<file path="config.mk">
export PLATFORM = sky130hd
export DESIGN_NAME = tach_capture_timer
export DESIGN_NICKNAME = d
export VERILOG_FILES = /design/src/rtl/tcap_pkg.sv /design/src/rtl/tcap_prescaler.sv /design/src/rtl/tcap_tach_sync.sv /design/src/rtl/tcap_channel.sv /design/src/rtl/tach_capture_timer.sv
export SDC_FILE = /design/constraint.sdc
export NUM_CORES = 1
export LEC_CHECK = 0
export ABC_CLOCK_PERIOD_IN_PS = 5000
export BUFFER_PORTS_ARGS = -buffer_cell sky130_fd_sc_hd__buf_2
export CAP_MARGIN = 20
export CORE_ASPECT_RATIO = 0.9
export CORE_MARGIN = 2
export CORE_UTILIZATION = 40
export CTS_CLUSTER_SIZE = 10
export DETAILED_ROUTE_END_ITERATION = 10
export GPL_ROUTABILITY_DRIVEN = 0
export PLACE_DENSITY = 0.62
export SLEW_MARGIN = 20
export SYNTH_ARGS = -nofsm -noshare
export SYNTH_HDL_FRONTEND = slang
export SYNTH_SLANG_ARGS = --single-unit
</file>
<file path="constraint.sdc">
create_clock -name clk -period 5 [get_ports clk]
set_input_delay 0.25 -clock clk [delete_from_list [all_inputs] [get_ports clk]]
set_output_delay 0.25 -clock clk [all_outputs]
set_load 0.02 [all_outputs]
</file>
<file path="src/rtl/tcap_pkg.sv">
package tcap_pkg;

    localparam int unsigned NUM_CH = 2;

    // channel state machine
    typedef enum logic [1:0] {
        CH_IDLE  = 2'd0,
        CH_COUNT = 2'd1,
        CH_DONE  = 2'd2
    } ch_state_e;

    // byte offsets of the halfword registers
    localparam int unsigned OFS_CNT_BASE = 'h00;  // + 2*channel
    localparam int unsigned OFS_CAP_BASE = 'h04;  // + 2*channel
    localparam int unsigned OFS_CMP_BASE = 'h08;  // + 2*channel
    localparam int unsigned OFS_DIV      = 'h0C;
    localparam int unsigned OFS_RUN      = 'h0E;
    localparam int unsigned OFS_PEND     = 'h10;
    localparam int unsigned OFS_ACK      = 'h12;
    localparam int unsigned OFS_MASK     = 'h14;
    localparam int unsigned OFS_MODE     = 'h16;

endpackage

</file>
<file path="src/rtl/tcap_prescaler.sv">
module tcap_prescaler #(
    parameter int unsigned DIV_W = 8
) (
    input  logic             clk,
    input  logic             rst_n,
    input  logic             active,
    input  logic [DIV_W-1:0] div,
    output logic             tick
);

    logic [DIV_W-1:0] pre_q;

    assign tick = active && (pre_q == div);

    always_ff @(posedge clk or negedge rst_n) begin
        if (!rst_n) begin
            pre_q <= '0;
        end else if (!active || tick) begin
            pre_q <= '0;
        end else begin
            pre_q <= pre_q + 1'b1;
        end
    end

endmodule

</file>
<file path="src/rtl/tcap_tach_sync.sv">
module tcap_tach_sync #(
    parameter int unsigned STAGES = 2
) (
    input  logic clk,
    input  logic rst_n,
    input  logic tach,
    output logic fall
);

    logic [STAGES-1:0] sh_q;
    logic              prev_q;

    generate
        if (STAGES == 1) begin : g_one
            always_ff @(posedge clk or negedge rst_n) begin
                if (!rst_n) sh_q <= '1;
                else        sh_q <= tach;
            end
        end else begin : g_many
            always_ff @(posedge clk or negedge rst_n) begin
                if (!rst_n) sh_q <= '1;
                else        sh_q <= {sh_q[STAGES-2:0], tach};
            end
        end
    endgenerate

    always_ff @(posedge clk or negedge rst_n) begin
        if (!rst_n) prev_q <= 1'b1;
        else        prev_q <= sh_q[STAGES-1];
    end

    assign fall = prev_q && !sh_q[STAGES-1];

endmodule

</file>
<file path="src/rtl/tcap_channel.sv">
module tcap_channel
    import tcap_pkg::*;
#(
    parameter int unsigned CNT_W = 16
) (
    input  logic             clk,
    input  logic             rst_n,
    input  logic             run,
    input  logic             eq_mode,
    input  logic             tick,
    input  logic             fall,
    input  logic [CNT_W-1:0] cmp_val,
    input  logic             cnt_ld,
    input  logic [CNT_W-1:0] cnt_ld_val,
    input  logic             cap_ld,
    input  logic [CNT_W-1:0] cap_ld_val,
    output logic [CNT_W-1:0] cnt_o,
    output logic [CNT_W-1:0] cap_o,
    output logic             counting_o,
    output logic             ev_cap_o,
    output logic             ev_to_o,
    output logic             ev_uf_o
);

    ch_state_e        state_q, state_d;
    logic [CNT_W-1:0] cnt_q, cap_q;
    logic             dec;

    // state register
    always_ff @(posedge clk or negedge rst_n) begin
        if (!rst_n) state_q <= CH_IDLE;
        else        state_q <= state_d;
    end

    // transitions
    always_comb begin
        state_d = state_q;
        unique case (state_q)
            CH_IDLE: begin
                if (run) state_d = CH_COUNT;               // start
            end
            CH_COUNT: begin
                if (!run)                                 state_d = CH_IDLE;  // abort
                else if (ev_cap_o || ev_to_o || ev_uf_o)  state_d = CH_DONE;  // finish
            end
            CH_DONE: begin
                if (!run) state_d = CH_IDLE;               // rearm
            end
            default: state_d = CH_IDLE;
        endcase
    end

    // outputs: edge beats compare, compare beats underflow
    always_comb begin
        counting_o = (state_q == CH_COUNT);
        ev_cap_o   = 1'b0;
        ev_to_o    = 1'b0;
        ev_uf_o    = 1'b0;
        dec        = 1'b0;
        if (counting_o && run) begin
            if (fall) begin
                ev_cap_o = 1'b1;
            end else if (eq_mode && (cnt_q == cmp_val)) begin
                ev_to_o = 1'b1;
            end else if (tick) begin
                if (cnt_q == '0) ev_uf_o = 1'b1;
                else             dec     = 1'b1;
            end
        end
    end

    always_ff @(posedge clk or negedge rst_n) begin
        if (!rst_n)      cnt_q <= '1;
        else if (cnt_ld) cnt_q <= cnt_ld_val;
        else if (dec)    cnt_q <= cnt_q - 1'b1;
    end

    always_ff @(posedge clk or negedge rst_n) begin
        if (!rst_n)        cap_q <= '0;
        else if (ev_cap_o) cap_q <= cnt_q;
        else if (cap_ld)   cap_q <= cap_ld_val;
    end

    assign cnt_o = cnt_q;
    assign cap_o = cap_q;

endmodule

</file>
<file path="src/rtl/tach_capture_timer.sv">
module tach_capture_timer
    import tcap_pkg::*;
#(
    parameter int unsigned CNT_W       = 16,
    parameter int unsigned DIV_W       = 8,
    parameter int unsigned ADDR_W      = 5,
    parameter int unsigned SYNC_STAGES = 2
) (
    input  logic                clk,
    input  logic                rst_n,
    input  logic [ADDR_W-1:0]   bus_addr,
    input  logic [CNT_W-1:0]    bus_wdata,
    input  logic [CNT_W/8-1:0]  bus_be,
    input  logic                bus_wr,
    output logic [CNT_W-1:0]    bus_rdata,
    input  logic [NUM_CH-1:0]   tach_in,
    output logic                irq
);

    localparam int unsigned BE_W   = CNT_W / 8;
    localparam int unsigned PEND_W = 3 * NUM_CH;

    function automatic logic [CNT_W-1:0] merge_be(input logic [CNT_W-1:0] cur,
                                                  input logic [CNT_W-1:0] nw,
                                                  input logic [BE_W-1:0]  be);
        logic [CNT_W-1:0] r;
        r = cur;
        for (int b = 0; b < BE_W; b++) begin
            if (be[b]) r[b*8 +: 8] = nw[b*8 +: 8];
        end
        return r;
    endfunction

    function automatic logic hit(input logic [ADDR_W-1:0] a, input int unsigned ofs);
        return bus_wr && (a == ADDR_W'(ofs));
    endfunction

    logic [DIV_W-1:0]             div_q;
    logic [NUM_CH-1:0]            run_q, mode_q;
    logic [PEND_W-1:0]            pend_q, mask_q, ack_clr, ev_all;
    logic [CNT_W-1:0]             cmp_q [NUM_CH];
    logic [NUM_CH-1:0][CNT_W-1:0] cnt_w, cap_w;
    logic [NUM_CH-1:0]            counting, ev_cap, ev_to, ev_uf, fall, cnt_ld, cap_ld;
    logic                         tick;

    tcap_prescaler #(.DIV_W(DIV_W)) u_pre (
        .clk    (clk),
        .rst_n  (rst_n),
        .active (|counting),
        .div    (div_q),
        .tick   (tick)
    );

    generate
        for (genvar g = 0; g < NUM_CH; g++) begin : g_ch
            localparam int unsigned A_CNT = OFS_CNT_BASE + 2 * g;
            localparam int unsigned A_CAP = OFS_CAP_BASE + 2 * g;
            localparam int unsigned A_CMP = OFS_CMP_BASE + 2 * g;

            assign cnt_ld[g] = hit(bus_addr, A_CNT);
            assign cap_ld[g] = hit(bus_addr, A_CAP);

            always_ff @(posedge clk or negedge rst_n) begin
                if (!rst_n)                 cmp_q[g] <= '0;
                else if (hit(bus_addr, A_CMP)) cmp_q[g] <= merge_be(cmp_q[g], bus_wdata, bus_be);
            end

            tcap_tach_sync #(.STAGES(SYNC_STAGES)) u_sync (
                .clk   (clk),
                .rst_n (rst_n),
                .tach  (tach_in[g]),
                .fall  (fall[g])
            );

            tcap_channel #(.CNT_W(CNT_W)) u_ch (
                .clk        (clk),
                .rst_n      (rst_n),
                .run        (run_q[g]),
                .eq_mode    (mode_q[g]),
                .tick       (tick),
                .fall       (fall[g]),
                .cmp_val    (cmp_q[g]),
                .cnt_ld     (cnt_ld[g]),
                .cnt_ld_val (merge_be(cnt_w[g], bus_wdata, bus_be)),
                .cap_ld     (cap_ld[g]),
                .cap_ld_val (merge_be(cap_w[g], bus_wdata, bus_be)),
                .cnt_o      (cnt_w[g]),
                .cap_o      (cap_w[g]),
                .counting_o (counting[g]),
                .ev_cap_o   (ev_cap[g]),
                .ev_to_o    (ev_to[g]),
                .ev_uf_o    (ev_uf[g])
            );
        end
    endgenerate

    // byte-wide control registers take the low byte only
    always_ff @(posedge clk or negedge rst_n) begin
        if (!rst_n) begin
            div_q  <= '0;
            run_q  <= '0;
            mask_q <= '0;
            mode_q <= '0;
        end else if (bus_be[0]) begin
            if (hit(bus_addr, OFS_DIV))  div_q  <= bus_wdata[DIV_W-1:0];
            if (hit(bus_addr, OFS_RUN))  run_q  <= bus_wdata[NUM_CH-1:0];
            if (hit(bus_addr, OFS_MASK)) mask_q <= bus_wdata[PEND_W-1:0];
            if (hit(bus_addr, OFS_MODE)) mode_q <= bus_wdata[NUM_CH-1:0];
        end
    end

    assign ack_clr = (hit(bus_addr, OFS_ACK) && bus_be[0]) ? bus_wdata[PEND_W-1:0] : '0;
    assign ev_all  = {ev_uf, ev_to, ev_cap};

    always_ff @(posedge clk or negedge rst_n) begin
        if (!rst_n) pend_q <= '0;
        else        pend_q <= (pend_q & ~ack_clr) | ev_all;
    end

    assign irq = |(pend_q & mask_q);

    always_comb begin
        bus_rdata = '0;
        for (int c = 0; c < NUM_CH; c++) begin
            if (bus_addr == ADDR_W'(OFS_CNT_BASE + 2 * c)) bus_rdata = cnt_w[c];
            if (bus_addr == ADDR_W'(OFS_CAP_BASE + 2 * c)) bus_rdata = cap_w[c];
            if (bus_addr == ADDR_W'(OFS_CMP_BASE + 2 * c)) bus_rdata = cmp_q[c];
        end
        if (bus_addr == ADDR_W'(OFS_DIV))  bus_rdata = CNT_W'(div_q);
        if (bus_addr == ADDR_W'(OFS_RUN))  bus_rdata = CNT_W'(run_q);
        if (bus_addr == ADDR_W'(OFS_PEND)) bus_rdata = CNT_W'(pend_q);
        if (bus_addr == ADDR_W'(OFS_MASK)) bus_rdata = CNT_W'(mask_q);
        if (bus_addr == ADDR_W'(OFS_MODE)) bus_rdata = CNT_W'(mode_q);
    end

endmodule

</file>
==> out/qor.txt, run 1 <==
status -> complete, no violations
Most Crowded Layer GR -> met1
clk sink count -> 138
vias in the first global route -> 6950
CTS root buf -> clkbuf_16
Fin Hold WS -> 0.155 ns
count of different cell masters after synthesis -> 65
standard-cell rows -> 50
Final ANT Viol Nets -> 0
Top FF cell, synth -> dfrtp_1
hold path endpoint -> g_ch[0].u_ch.cnt_o[10]
Slowest Stage Delay on Critical Path -> 0.65 ns
Pleak -> 3.91 nW
HPWL Detailed -> 18200 um
critical register-to-register path startpoint -> g_ch[1].u_ch.cnt_o[13]
Post-route DRC -> 0
met2 usage in global routing -> 34.8%
post-synthesis sequential element count -> 138
flop2flop setup slack -> 2.04 ns
# diodes -> 0
Multi-input gate area -> 4510 um2
Worst path slowest cell -> dfstp_2
vias per std cell -> 6.07
Synth area leader -> dfrtp_1
Overflow after GRT -> 0
layout cells sized above 1 -> 21.8%
register area -> 3500 um2
Core Area -> 20600 um2
Tcrit/Tclk final -> 59.2%
clk_lat worst skew -> 0.43 ns
top-area cell type share of the netlist area -> 30.1%
Cell Area, Synth -> 8320 um2
syn nets -> 945
power per cell area -> 412 nW/um2
DR pass1 iterations -> 5
Setup crit end kind -> flip-flop
Fin. Hold Viols -> 0
io pins -> 45
Final #Nets -> 953
unrepaired setup endpoints after global routing -> no
cts hold-fix bufs -> 3
initial antenna violation count -> 0
die area -> 22000 um2
worst hold path type -> in -> reg
first-pass GRT wire length -> 40400 um
CTS tree -> done
FF-to-FF End -> g_ch[1].u_ch.cnt_o[15]
sequential area share after synthesis -> 42.1%
fillcell total -> 2001
Ys Warns -> 0
final setup TNS -> 0 ns
number of gates resized after cts -> 0
GR Layer Usage met1 -> 35.3%
worst-path cell chain -> xor2_1, or4b_1, or4_4, o21ai_4, nor2_2, and4_1, nor3_1
H-tree depth -> 4
Slew Limit Fails -> 0
DR iter-0 viols -> 703
critical path class -> reg -> reg
clock skew -> 0.00937 ns
r2r worst-path depth -> 7
Avg Cell Area, Syn -> 9.12 um2
Worst Hold Launch -> bus_wdata[10]
synth cell count leaders -> 103 x nor2_1, 100 x dfrtp_1, 76 x nand2_1, 70 x a21oi_1, 58 x o21ai_0
Port Buf Inserts -> 44
Critical Path AT -> 3.31 ns
die width -> 156 um
most frequent cell after synthesis -> nor2_1
total track usage -> 24.1%
VDD IR-drop max -> 0.240 mV
CP max FO -> 11
Slew @ Worst Pin -> 1.08 ns
clock-pin slew on the worst setup and hold paths -> 0.06 ns
Slew HR -> 27.2%
post-placement cell count -> 1158
via count -> 7245
initial core utilization -> 40.4%
setup violators final -> 0
synthesized instance count -> 912
maxcap violations -> 0
drt total wl -> 25800 um
TritonCTS Buffers -> 17
Hold Path Cell Cnt -> 3
minimum clock period -> 2.96 ns
number of flops mapped to enable cells by yosys -> 0
largest net degree at the start of global routing -> 94
grt met3 use -> 5.75%
Post-CTS Setup Inserts -> 0
Max Freq -> 338 MHz
wire per inst -> 21.7 um
ys async rst share -> 100%
Setup crit start kind -> flip-flop
WP data required -> 5.35 ns
area grow syn2layout -> 11.6%
deepest clock path buffer count -> 2
Die Span Y -> 141 um
Synth area leaders -> dfrtp_1 30%, dfstp_2 12%, mux2_2 7.3%
non-filler cells, final -> 1193
==> registers in the layout, summed over array words and instances (netlist names) <==
signal,flops
g_ch.u_ch.cap_o,32
mask_q,6
cmp_q,32
mode_q,2
g_ch.u_sync.prev_q,2
g_ch.u_ch.state_q,4
pend_q,6
run_q,2
u_pre.pre_q,8
g_ch.u_sync.sh_q,4
div_q,8
g_ch.u_ch.cnt_o,32
==> power breakdown <==
part / switching, W / internal [W]
logic: 0.000509 / 0.000366
clock network: 0.000521 / 0.000748
registers: 0.000284 / 0.00140
==> worst max-delay path, delay by kind of cell (launching register included) <==
| family | cells | cell delay [ns] |
|---|---|---|
| XOR/XNOR | 1 | 0.18 |
| AND/OR/NAND/NOR | 5 | 1.68 |
| flip-flops | 1 | 0.65 |
| AO/OA/AOI/OAI | 1 | 0.36 |
==> layout by cell type, fill, tap and decap left out, types with 9 or more instances in the layout <==
cell type and count:
a211oi_1 10, a21oi_1 70, a22oi_1 9, a31oi_1 12, buf_2 43, clkbuf_16 17
dfrtp_1 100, dfstp_2 38, inv_1 13, mux2_2 54, mux2i_1 47, nand2_1 76
nand3_1 26, nand4_1 12, nor2_1 102, nor3_1 28, nor4_1 11, o21ai_0 58
o22ai_1 15, or2_2 9, or3_1 10, xnor2_1 23, xor2_1 23
==> through the flow <==
step / util (%) / instance area (um2) / worst slack [ns] / power (W)
4_1_cts: 45.0 / 9270 / 1.93 / 0.00383
2_1_floorplan: - / 8320 / 2.34 / 0.00226
6_report: 45.1 / 9290 / 2.04 / 0.00383
3_5_place_dp: 42.0 / 8650 / 1.96 / 0.00255
3_3_place_gp: 42.0 / 8650 / 1.95 / 0.00253
5_1_grt: 45.1 / 9290 / 1.93 / 0.00402
==> per-layer routing <==
metal | wire length (um) | vias up
li1 | - | 3329
met1 | 12100 | 3571
met2 | 11200 | 296
met3 | 1920 | 49
met4 | 643 | 0
met5 | 0 | -
==> logic make-up (layout without fill, tap and decap cells) <==
family / count (synthesis) / after routing / synth area share [%]
buffers and inverters: 79 / 100 / 4.00
adder cells (fa/ha/maj): 5 / 5 / 0.752
flip-flops: 138 / 138 / 42.1
multiplexers: 101 / 101 / 13.0
XOR/XNOR: 46 / 46 / 4.84
AND/OR/NAND/NOR: 317 / 317 / 18.3
AO/OA/AOI/OAI: 226 / 226 / 17.1
==> worst max-delay path by stage <==
stage                                 startpoint                     end  slack, ns  cells past startpoint
after floorplan            g_ch[1].u_ch.cnt_o[9]   g_ch[1].u_ch.cnt_o[4]       2.34                      9
after global placement               bus_addr[3]   g_ch[1].u_ch.cnt_o[3]       1.95                      7
after detailed placement   g_ch[0].u_ch.cnt_o[1]  g_ch[0].u_ch.cnt_o[11]       1.96                      7
after CTS                  g_ch[0].u_ch.cnt_o[1]  g_ch[0].u_ch.cnt_o[11]       1.93                      7
after global routing      g_ch[1].u_ch.cnt_o[13]  g_ch[1].u_ch.cnt_o[15]       1.93                      7
final                     g_ch[1].u_ch.cnt_o[13]  g_ch[1].u_ch.cnt_o[15]       2.04                      7
==> final cells by class <==
| type | instances | share of cell area [%] |
|---|---|---|
| Clock buffer | 18 | 4.73 |
| Timing Repair Buffer | 55 | 3.41 |
| Inverter | 13 | 0.525 |
| Sequential cell | 138 | 37.7 |
| Tap cell | 260 | 3.50 |
| Multi-Input combinational cell | 695 | 48.6 |
| Clock inverter | 14 | 1.59 |
No activity file was read; power rests on OpenSTA's default activity.
==> run 2, diff against run 1 <==
--- a/config.mk
+++ b/config.mk
@@ -5,7 +5,7 @@
 export SDC_FILE = /design/constraint.sdc
 export NUM_CORES = 1
 export LEC_CHECK = 0
-export ABC_CLOCK_PERIOD_IN_PS = 5000
+export ABC_CLOCK_PERIOD_IN_PS = 2600
 export BUFFER_PORTS_ARGS = -buffer_cell sky130_fd_sc_hd__buf_2
 export CAP_MARGIN = 20
 export CORE_ASPECT_RATIO = 0.9
@@ -14,7 +14,7 @@
 export CTS_CLUSTER_SIZE = 10
 export DETAILED_ROUTE_END_ITERATION = 10
 export GPL_ROUTABILITY_DRIVEN = 0
-export PLACE_DENSITY = 0.62
+export PLACE_DENSITY = 0.64
 export SLEW_MARGIN = 20
 export SYNTH_ARGS = -nofsm -noshare
 export SYNTH_HDL_FRONTEND = slang
==> constraint.sdc (replaced) <==
create_clock -name clk -period 2.6 [get_ports clk]
set_input_delay 0.13 -clock clk [delete_from_list [all_inputs] [get_ports clk]]
set_output_delay 0.13 -clock clk [all_outputs]
set_load 0.02 [all_outputs]
==> out/qor.txt, run 2 (same netlist as run 1, synthesis figures left out) <==
clock skew -> 0.0106 ns
Tcrit/Tclk final -> 98.6%
flop2flop setup slack -> 0.04 ns
initial antenna violation count -> 0
Overflow after GRT -> 0
Die Span Y -> 141 um
WP data required -> 2.94 ns
final setup TNS -> 0 ns
minimum clock period -> 2.56 ns
initial core utilization -> 40.4%
CTS root buf -> clkbuf_16
vias per std cell -> 5.91
largest net degree at the start of global routing -> 74
DR iter-0 viols -> 717
Setup crit end kind -> flip-flop
Worst Hold Launch -> bus_wdata[10]
clk sink count -> 138
unrepaired setup endpoints after global routing -> yes
Post-route DRC -> 0
io pins -> 45
Worst path slowest cell -> dfstp_2
drt total wl -> 25600 um
HPWL Detailed -> 18600 um
Max Freq -> 390 MHz
# diodes -> 0
worst-path cell chain -> xor2_1, or4b_1, or4_4, o21ai_4, buf_6, o21ai_4, a21oi_1, a21oi_1
Worst Path Buf+Inv -> 1
post-placement cell count -> 1206
critical path class -> reg -> reg
die area -> 22000 um2
Port Buf Inserts -> 44
Pleak -> 4.18 nW
VDD IR-drop max -> 0.569 mV
r2r worst-path depth -> 8
status -> complete, no violations
Critical Path AT -> 2.90 ns
TritonCTS Buffers -> 17
Setup crit start kind -> flip-flop
standard-cell rows -> 50
critical register-to-register path startpoint -> g_ch[1].u_ch.cnt_o[13]
clk_lat worst skew -> 0.43 ns
deepest clock path buffer count -> 2
critical path's top delay family -> simple AND/OR/NAND/NOR gates
area grow syn2layout -> 17.5%
layout cells sized above 1 -> 26.9%
Final #Nets -> 1003
vias in the first global route -> 7111
CP max FO -> 14
maxcap violations -> 0
most frequent cells in the layout -> 102 x nor2_1, 100 x dfrtp_1, 76 x nand2_1
Slew Limit Fails -> 0
H-tree depth -> 4
Fin. Hold Viols -> 0
wire per inst -> 20.6 um
CTS tree -> done
DR pass1 iterations -> 6
Core Area -> 20600 um2
clock-pin slew on the worst setup and hold paths -> 0.07 ns
Final ANT Viol Nets -> 0
power per cell area -> 782 nW/um2
Slowest Stage Delay on Critical Path -> 0.53 ns
FF-to-FF End -> g_ch[1].u_ch.cnt_o[9]
most common cell after layout, fill and taps aside -> nor2_1
Crit path depth -> 8
Fin Hold WS -> 0.0313 ns
via count -> 7351
first-pass GRT wire length -> 40600 um
hold path endpoint -> g_ch[0].u_ch.cnt_o[10]
total track usage -> 24.0%
Slew HR -> 45.2%
non-filler cells, final -> 1243
setup violators final -> 0
worst hold path type -> in -> reg
Slew @ Worst Pin -> 0.820 ns
die width -> 156 um
Hold Path Cell Cnt -> 3
## run 2: cell type report
| class | count | area, um2 |
|---|---|---|
| inverter | 13 | 48.8 |
| fill | 1960 | 10800 |
| tap | 260 | 325 |
| sequential | 138 | 3500 |
| timing repair buffer | 105 | 721 |
| clock inverter | 15 | 176 |
| multi-input combinational | 695 | 4580 |
| clock buffer | 17 | 425 |
## run 2: worst min-delay path, stage by stage
cell and delay (ns):
buf_2 0.15, nor2_1 0.11, nor3_1 0.06
## run 2: repair_timing
action,4_1_cts,5_1_grt
setup endpoints to repair,0,15
hold buffers,3,0
setup buffers,0,2
hold endpoints to repair,44,0
resized for setup,0,19
## run 2: worst max-delay path by stage
stage	to	slack, ns	from
after floorplan	g_ch[1].u_ch.cnt_o[4]	0.02	g_ch[1].u_ch.cnt_o[9]
after CTS	g_ch[1].u_ch.cnt_o[15]	0.03	g_ch[1].u_ch.cnt_o[9]
after global routing	g_ch[1].u_ch.cnt_o[13]	-0.05	g_ch[1].u_ch.cnt_o[13]
after global placement	g_ch[1].u_ch.cnt_o[15]	0.09	g_ch[1].u_ch.cnt_o[9]
final	g_ch[1].u_ch.cnt_o[9]	0.04	g_ch[1].u_ch.cnt_o[13]
after detailed placement	g_ch[1].u_ch.cnt_o[15]	0.04	g_ch[1].u_ch.cnt_o[9]
## run 2: per-stage QoR
step | util, % | total power, W | worst slack, ns | instance area, um2
6_report | 47.5 | 0.00765 | 0.0368 | 9770
5_1_grt | 47.5 | 0.00803 | -0.0470 | 9770
4_1_cts | 47.0 | 0.00759 | 0.0253 | 9670
3_5_place_dp | 43.9 | 0.00505 | 0.0385 | 9040
3_3_place_gp | 43.9 | 0.00500 | 0.0903 | 9040
2_1_floorplan | - | 0.00434 | 0.0239 | 8320
## run 2: report_power, final
group / switching, W / internal, W / total (W) / leakage [nW]
sequential: 0.000432 / 0.00269 / 0.00312 / 1.66
clock: 0.00101 / 0.00151 / 0.00252 / 0.289
combinational: 0.00115 / 0.000859 / 0.00201 / 2.23
## run 2: per-layer routing
layer | GRT usage [%] | part of all wire (%) | wire (um)
met2 | 35.5 | 44 | 11200
met1 | 35.9 | 47 | 12100
met5 | 0 | 0 | 0
met4 | 6.18 | 1.3 | 344
met3 | 4.70 | 7.6 | 1940
